`src/rtl/stall_pkg.sv`:
```
package stall_pkg;
  localparam int DBG_W        = 32;
  localparam int CHAIN_W      = 5;
  localparam int CHAINS_W4    = 6;
  localparam int CHAINS_W5    = 4;
  localparam int CMPL_LSB     = 0;
  localparam int CMPL_W       = 2;
  localparam int STITCH_LSB   = 18;
  localparam int STITCH_W     = 4;
  localparam int FETCH_LSB    = 22;
  localparam int FETCH_W      = 4;
  localparam int QDONE_LSB    = 26;
  localparam int QDONE_W      = 3;

  localparam logic [CHAIN_W-1:0]  SIG1_CHAIN  = 5'h6;
  localparam logic [CMPL_W-1:0]   SIG1_CMPL   = 2'h1;
  localparam logic [STITCH_W-1:0] SIG2_STITCH = 4'h9;
  localparam logic [FETCH_W-1:0]  SIG2_FETCH  = 4'h8;
  localparam logic [QDONE_W-1:0]  SIG2_QDONE  = 3'h4;

  typedef enum logic [1:0] {
    RES_NONE    = 2'd0,
    RES_SIG1    = 2'd1,
    RES_SIG2    = 2'd2,
    RES_UNKNOWN = 2'd3
  } stall_res_e;

  typedef struct packed {
    logic [DBG_W-1:0] w3;
    logic [DBG_W-1:0] w4;
    logic [DBG_W-1:0] w5;
    logic [DBG_W-1:0] w6;
  } dbg_snap_t;
endpackage

```
`src/rtl/stall_snapshot.sv`:
```
module stall_snapshot
  import stall_pkg::*;
(
  input  logic      clk,
  input  logic      rst,
  input  logic      capture,
  input  dbg_snap_t live,
  output dbg_snap_t held,
  output logic      moved
);
  always_ff @(posedge clk) begin
    if (rst) held <= '0;
    else if (capture) held <= live;
  end

  assign moved = (held != live);


  snap_load_chk: assert property (@(posedge clk) disable iff (rst)
    capture |=> (held == $past(live)));
endmodule

```
`src/rtl/stall_window_counter.sv`:
```
module stall_window_counter #(
  parameter int HOLD = 50
) (
  input  logic clk,
  input  logic rst,
  input  logic clear,
  input  logic enable,
  output logic last
);
  localparam int CW = $clog2(HOLD + 1);
  localparam logic [CW-1:0] LAST_VAL = CW'(HOLD - 1);

  logic [CW-1:0] cnt;

  always_ff @(posedge clk) begin
    if (rst || clear) cnt <= '0;
    else if (enable && cnt != LAST_VAL) cnt <= cnt + 1'b1;
  end

  assign last = enable && (cnt == LAST_VAL);


  cnt_bound_chk: assert property (@(posedge clk) disable iff (rst)
    enable |-> (cnt <= LAST_VAL));
endmodule

```
`src/rtl/stall_sig_matcher.sv`:
```
module stall_sig_matcher
  import stall_pkg::*;
(
  input  dbg_snap_t  snap,
  output stall_res_e code
);
  logic [CHAINS_W4-1:0] hit4;
  logic [CHAINS_W5-1:0] hit5;

  for (genvar i = 0; i < CHAINS_W4; i++) begin : g_w4
    assign hit4[i] = (snap.w4[CHAIN_W*i +: CHAIN_W] == SIG1_CHAIN);
  end
  for (genvar j = 0; j < CHAINS_W5; j++) begin : g_w5
    assign hit5[j] = (snap.w5[CHAIN_W*j +: CHAIN_W] == SIG1_CHAIN);
  end

  logic chain_ok, cmpl_ok, sig1, sig2;
  assign chain_ok = |{hit4, hit5};
  assign cmpl_ok  = (snap.w6[CMPL_LSB +: CMPL_W] == SIG1_CMPL);
  assign sig1     = chain_ok && cmpl_ok;
  assign sig2     = (snap.w3[STITCH_LSB +: STITCH_W] == SIG2_STITCH) &&
                    (snap.w3[FETCH_LSB  +: FETCH_W]  == SIG2_FETCH)  &&
                    (snap.w3[QDONE_LSB  +: QDONE_W]  == SIG2_QDONE);

  always_comb begin
    if (sig1)      code = RES_SIG1;
    else if (sig2) code = RES_SIG2;
    else           code = RES_UNKNOWN;
  end

  logic unused_bits;
  assign unused_bits = ^{snap.w3, snap.w4, snap.w5, snap.w6};
endmodule

```
`src/rtl/dma_stall_classifier.sv`:
```
module dma_stall_classifier
  import stall_pkg::*;
#(
  parameter int HOLD = 50
) (
  input  logic             clk,
  input  logic             rst,
  input  logic             start_i,
  input  logic             skip_i,
  input  logic [DBG_W-1:0] dbg3_i,
  input  logic [DBG_W-1:0] dbg4_i,
  input  logic [DBG_W-1:0] dbg5_i,
  input  logic [DBG_W-1:0] dbg6_i,
  output logic             done_o,
  output logic [1:0]       result_o
);
  typedef enum logic {ST_IDLE, ST_WATCH} st_e;

  st_e        st;
  dbg_snap_t  live, held;
  logic       moved, capture, last;
  stall_res_e match_code;

  assign live    = '{w3: dbg3_i, w4: dbg4_i, w5: dbg5_i, w6: dbg6_i};
  assign capture = (st == ST_IDLE) && start_i && !skip_i;

  stall_snapshot u_snap (
    .clk(clk), .rst(rst), .capture(capture),
    .live(live), .held(held), .moved(moved)
  );

  stall_window_counter #(.HOLD(HOLD)) u_win (
    .clk(clk), .rst(rst), .clear(capture),
    .enable(st == ST_WATCH), .last(last)
  );

  stall_sig_matcher u_match (
    .snap(held), .code(match_code)
  );

  always_ff @(posedge clk) begin
    if (rst) begin
      st       <= ST_IDLE;
      done_o   <= 1'b0;
      result_o <= RES_NONE;
    end else begin
      done_o <= 1'b0;
      case (st)
        ST_IDLE: begin
          if (start_i) begin
            if (skip_i) begin
              done_o   <= 1'b1;
              result_o <= RES_NONE;
            end else begin
              st <= ST_WATCH;
            end
          end
        end
        ST_WATCH: begin
          if (moved) begin
            done_o   <= 1'b1;
            result_o <= RES_NONE;
            st       <= ST_IDLE;
          end else if (last) begin
            done_o   <= 1'b1;
            result_o <= match_code;
            st       <= ST_IDLE;
          end
        end
        default: st <= ST_IDLE;
      endcase
    end
  end


  skip_fast_chk: assert property (@(posedge clk) disable iff (rst)
    (st == ST_IDLE && start_i && skip_i) |=> (done_o && result_o == 2'd0));


  moved_abort_chk: assert property (@(posedge clk) disable iff (rst)
    (st == ST_WATCH && moved) |=> (done_o && result_o == 2'd0 && st == ST_IDLE));


  frozen_class_chk: assert property (@(posedge clk) disable iff (rst)
    (st == ST_WATCH && !moved && last) |=> (done_o && result_o != 2'd0));


  window_hold_chk: assert property (@(posedge clk) disable iff (rst)
    (st == ST_WATCH && !moved && !last) |=> (st == ST_WATCH && !done_o));


  done_pulse_chk: assert property (@(posedge clk) disable iff (rst)
    (done_o && !(start_i && skip_i)) |=> !done_o);
endmodule

```
`config.mk`:
```
export PLATFORM = sky130hd
export DESIGN_NAME = dma_stall_classifier
export DESIGN_NICKNAME = d
export VERILOG_FILES = /design/src/rtl/stall_pkg.sv /design/src/rtl/stall_snapshot.sv /design/src/rtl/stall_window_counter.sv /design/src/rtl/stall_sig_matcher.sv /design/src/rtl/dma_stall_classifier.sv
export SDC_FILE = /design/constraint.sdc
export NUM_CORES = 1
export LEC_CHECK = 0
export ABC_AREA = 1
export CORE_ASPECT_RATIO = 1.2
export CORE_MARGIN = 5
export CORE_UTILIZATION = 56
export DETAILED_ROUTE_END_ITERATION = 8
export PLACE_DENSITY = 0.86
export SLEW_MARGIN = 20
export SYNTH_ARGS = -nofsm -noshare
export SYNTH_HDL_FRONTEND = slang
export SYNTH_SLANG_ARGS = --single-unit
```
`constraint.sdc`:
```
create_clock -name clk -period 4.56 [get_ports clk]
set_clock_uncertainty 0.2 [all_clocks]
set_input_delay 0.912 -clock clk [delete_from_list [all_inputs] [get_ports clk]]
set_output_delay 0.912 -clock clk [all_outputs]
set_load 0.1 [all_outputs]
```
== Word-level counts from Yosys, hierarchy flattened ==
Index checks and enable logic that the tools add are counted.

* $add $sub $neg: 1
* Multiply operators: 0
* Divide/modulo/power cells: 0
* Magnitude comparators: 0
* Equality and inequality tests: 20
* Shifts and indexed selects: 0
* Muxes and demuxes: 17
* Bitwise gates (word level): 1
* Reductions and logical operators: 11

{| class="wikitable"
|+ Operators with widths
! operator !! count
|-
| 128-bit inequality test || 1
|-
| 5-bit by 3-bit == test with 1-bit output, second input constant || 10
|-
| 2-bit 2-to-1 mux || 5
|-
| 10-bit OR reduction || 1
|-
| 1-bit 2-to-1 mux || 9
|-
| 4-bit == test, second input constant || 2
|-
| 1-bit logical AND || 7
|-
| 6-bit by 1-bit adder with 6-bit output, second input constant || 1
|-
| 6-bit == test, second input constant || 1
|-
| 6-bit inequality test, second input constant || 1
|-
| 2-bit inequality test, second input constant || 2
|-
| 1-bit case mux with 2 select lines || 2
|-
| 2-bit case mux with 2 select lines || 1
|-
| 3-bit == test, second input constant || 1
|-
| 3-bit by 1-bit inequality test with 1-bit output, second input constant || 1
|-
| 3-bit AND reduction || 1
|-
| 2-bit by 1-bit == test with 1-bit output, second input constant || 1
|-
| 1-bit zero test || 1
|-
| 1-bit logical OR || 1
|-
| 1-bit NOT || 1
|}

* Bits in registers: 138
* Bits in latches: 0
* RAM bits: 0
* ROM bits: 0
* Bits of input ports: 132
* Output and inout bits: 3
* Logic and storage cells: 58
* Memories: 0

== Logic depth before layout (Yosys ltp) ==
* Depth in word-level cells: 8
* Depth in mapped cells: 14
* Gate-level depth less buffers: 14

== By module ==
Synthesis repeated with hierarchy kept, for this count alone.

* Cell total of the unflattened synthesis: 999
* Area, all modules: 7025.5 um^2

{| class="wikitable"
|+ By module, submodules not included
! module !! instances !! cells an instance !! area each (um^2) !! sequential area each (um^2)
|-
| stall_snapshot || 1 || 852 || 6165.9 || 2562.5
|-
| stall_window_counter || 1 || 56 || 394.1 || 120.1
|-
| stall_sig_matcher || 1 || 70 || 297.8 || 0.0
|-
| dma_stall_classifier || 1 || 21 || 167.7 || 80.1
|}

== Worst setup path before layout ==
No wires, ideal clock.

* Path kind: in2reg
* From: input port dbg4_i[13]
* To: register result_o[0]
* Library setup time: 0.113 ns
* Data arrival time: 1.813 ns
* Data required time: 4.247 ns
* Slack: 2.434 ns
* Cell stages on the path: 14
* Path buffers: 0
* Cell sequence: inv_1 > nand2_1 > nand2_1 > nand2_1 > nor2_1 > nand2_1 > nor2_1 > nand2_1 > nor2_2 > nand3_2 > nand2_2 > nand2_1 > nand2_1 > nor2_1

* Word-level cells in the longest chain between the ends: 3
* Elaborated cells on any way between the ends: 5
* Classes of those cells: eq/ne: 2; mux: 2; reduce/logical: 1

{| class="wikitable"
|+ Ends and longest elaborated chain
! element !! RTL line !! RTL
|-
| start: declaration || dma_stall_classifier.sv:11 || <nowiki>input logic [DBG_W-1:0] dbg4_i,</nowiki>
|-
| 128-bit inequality test * || stall_snapshot.sv:16 || <nowiki>assign moved = (held != live);</nowiki>
|-
| 3-bit by 1-bit inequality test with 1-bit output (no source line) / 2-bit 2-to-1 mux (equally long branches) || -- ||
|-
| 3-bit AND reduction (no source line) / 2-bit case mux with 2 select lines (equally long branches) || -- ||
|-
| end signal: assignment || dma_stall_classifier.sv:66 || <nowiki>result_o <= match_code;</nowiki>
|-
| end: declaration || dma_stall_classifier.sv:15 || <nowiki>output logic [1:0] result_o</nowiki>
|}

Every way passes the cells marked *; elsewhere a longest branch is shown, timed or not.
A chain may end at the register's enable or synchronous reset.

== Worst setup path after layout ==
* From: register result_o[0]
* To: output port result_o[0]

No word-level cell between the ends.

==> results.py <==
metrics = {
    "status": {
        "status": "finished clean",
    },
    "die": {
        "row_count": 43,
        "die-area_um2": 14300,
        "core-area_um2": 11700,
        "start_util": 0.576,
        "die_y_um": 130,
        "die_w_um": 110,
        "ios": 135,
    },
    "timing": {
        "slew_viol_final": 0,
        "final-setup-viol-count": 0,
        "whs_ps": 280,
        "post-route-min-period_ps": 3030,
        "rsz0062_at_grt": "false",
        "relSlewSlack": 0.355,
        "hold_viol": 0,
        "fmax_mhz": 330,
        "worst_pin_slew_ps": 964,
        "period_share": 0.665,
        "timing.setup.tns_ps": 0,
    },
    "setup_path": {
        "crit_buf_inv": 1,
        "worstPathArrival_ps": 1920,
        "startpoint": "result_o[0]",
        "startpoint_type": "flop",
        "path_cells": "clkdlybuf4s50_1",
        "r2r_start": "st",
        "critPathCaptureType": "output pin",
        "crit_required_ps": 3450,
        "crit_fanout": 2,
        "slowest_stage": "clkdlybuf4s50_1",
        "rr_endpoint": "u_snap.held[49]",
        "critical_path_class": "flop to output pin",
        "r2r_cells": 5,
        "path_delay_family": "buffers and inverters",
        "critPathMaxStageDelay_ps": 1140,
        "r2r_slack_ps": 2410,
    },
    "finish": {
        "nets": 1212,
        "final_cells": 1248,
        "drive_above_1_share": 0.0403,
        "area_delta_synth_final_pct": 30.6,
        "antennaDiodeCount": 0,
    },
    "grt": {
        "grt_pass1_vias": 6143,
        "use_met2": 0.445,
        "grt_pass1_wl_mm": 28.7,
        "grt_use_met1": 0.296,
        "grt_use_total": 0.257,
        "grt_busiest_layer": "met2",
        "grt_util_met3": 0.0722,
        "grt_overflow": 0,
        "grt_max_degree": 130,
        "antenna_found_initial": 0,
    },
    "synthesis": {
        "yosysTopAreaCellShare": 0.411,
        "synth-edff-count": 0,
        "ys.flop_type": "dfxtp_1",
        "synth_cell_types": 23,
        "synth_cells": 963,
        "synthTopCellsByArea": "dfxtp_1 41%, xnor2_1 14%, nor2_1 13%, o21ai_0 9.8%, nand2_1 8.9%",
        "async_reset_ff_frac": 0,
        "yosysTopAreaCell": "dfxtp_1",
        "syn_nets": 1097,
        "ys_warn_count": 0,
        "synthTopCellsByCount": "231 x nor2_1, 159 x nand2_1, 138 x dfxtp_1",
        "yosysMostFrequentCell": "nor2_1",
        "synth-seq-cells": 138,
        "ys_seq_area_frac": 0.411,
        "synth_area_um2": 6730,
        "syn_area_per_cell_um2": 6.98,
    },
    "routing": {
        "drc_errors": 0,
        "drt_pre_antenna_iters": 5,
        "ant_nets": 0,
        "drt_iter0_drc": 447,
        "wl_mm": 18.0,
        "vias_per_cell": 5.16,
        "vias": 6438,
        "wl_per_cell_um": 14.4,
    },
    "placement": {
        "dp.cells": 1216,
        "dp_hpwl_mm": 12.7,
        "place_congestion": 0.833,
        "port_buffers": 134,
    },
    "clocking": {
        "clk_pin_slew_ps": 60,
        "cts_tree": "done",
        "post_cts_buffers": 0,
        "cts_sinks": 138,
        "worstSkewPairLatency_ps": 420,
        "htree_num_levels": 4,
        "ctsLongestPathBuffers": 2,
        "cts-root-buf": "clkbuf_16",
        "cts_resized": 0,
        "numCtsBuffers": 17,
        "postCtsHoldBufs": 0,
    },
    "power": {
        "irDropWorstVdd_mv": 0.265,
        "power.density_nw_per_um2": 374,
        "p_seq_frac": 0.410,
        "power_frac_comb": 0.153,
        "p_int_w": 0.00246,
        "p_leak_nw": 3.54,
        "p_clk_frac": 0.437,
        "p_switching_w": 0.000824,
        "swShare": 0.251,
    },
    "min_path": {
        "worstHoldPathCells": 2,
        "min_to": "u_snap.held[93]",
        "min_from": "u_snap.held[93]",
        "hp-class": "flop to flop",
    },
    "run": {
        "cap_violations": 0,
    },
}
flip-flops by register name, indices dropped and copies added (netlist names):
register and cells:
done_o 1, result_o 2, st 1, u_snap.held 128, u_win.cnt 6
power by group through the flow:
stage	sequential (W)	clock [W]	combinational, W
after floorplan	0.00137	0	0.000277
after global placement	0.00137	0	0.000484
after detailed placement	0.00137	0	0.000494
after CTS	0.00135	0.00145	0.000500
after global routing	0.00136	0.00150	0.000554
final	0.00135	0.00144	0.000501
cell families (layout without fill, tap and decap cells):
kind of cell    Yosys count  in the layout  synth area share
xor+xnor                109            109             0.142
flops                   138            138             0.411
fa+ha+maj                 2              2           0.00372
simple gates            418            418             0.243
compound gates          180            180             0.134
buf+inv                 116            244            0.0658
worst max path at each step:
stage                     depth (start not counted)  slack, ps           end
final                                             1       1530   result_o[0]
after global routing                              1       1490   result_o[0]
after CTS                                         1       1520   result_o[0]
after detailed placement                          7       1360  u_win.cnt[2]
after global placement                            7       1380  u_win.cnt[2]
after floorplan                                  14       2430   result_o[0]
tightest hold or removal path: cells and delay by family, from the launching register on:
family          cells  cell delay [ps]
compound gates      1               50
buf+inv             1               50
flops               1              330
area by class of cell:
type                    count  area, µm²
repair buffers            138       1400
inverters                  74        279
flip-flops and latches    138       2760
multi-input cells         709       3530
well taps                 157        196
clock inverters            12        173
fillers                   859       2890
clock buffers              20        447
cell usage in the layout, fill, tap and decap left out:
| cell type | n |
|---|---|
| inv_1 | 69 |
| clkbuf_1 | 2 |
| nand3_2 | 1 |
| nor3_1 | 4 |
| nand4_1 | 9 |
| buf_12 | 2 |
| o21ai_0 | 132 |
| dfxtp_1 | 138 |
| xor2_1 | 2 |
| clkbuf_16 | 17 |
| clkinvlp_4 | 2 |
| nand3_1 | 4 |
| a21o_1 | 1 |
| buf_6 | 1 |
| nor3_4 | 1 |
| nor4_1 | 5 |
| nor2_1 | 231 |
| nand2_1 | 159 |
| inv_2 | 4 |
| nand2_2 | 1 |
| nor3b_1 | 1 |
| ha_1 | 2 |
| clkdlybuf4s50_1 | 134 |
| nor2_2 | 2 |
| buf_4 | 1 |
| clkinv_2 | 5 |
| clkinv_4 | 2 |
| xnor2_1 | 107 |
| clkbuf_8 | 1 |
| a21oi_1 | 47 |
| bufinv_16 | 4 |
per-layer routing:
layer / vias up / wire length, µm
met1: 2934 / 7280
met3: 43 / 1270
li1: 3255 / -
met5: - / 0
met2: 206 / 8900
met4: 0 / 525
stage by stage:
stage	cell area [µm²]	worst slack, ps	utilization	total power [W]
global route	8780	1490	0.752	0.00341
floorplan	6730	2430	-	0.00165
CTS	8780	1520	0.752	0.00329
finish	8780	1530	0.752	0.00329
detailed placement	8160	1360	0.699	0.00187
global placement	8160	1380	0.699	0.00185
Note: power is estimated with default switching activity, not from simulation.
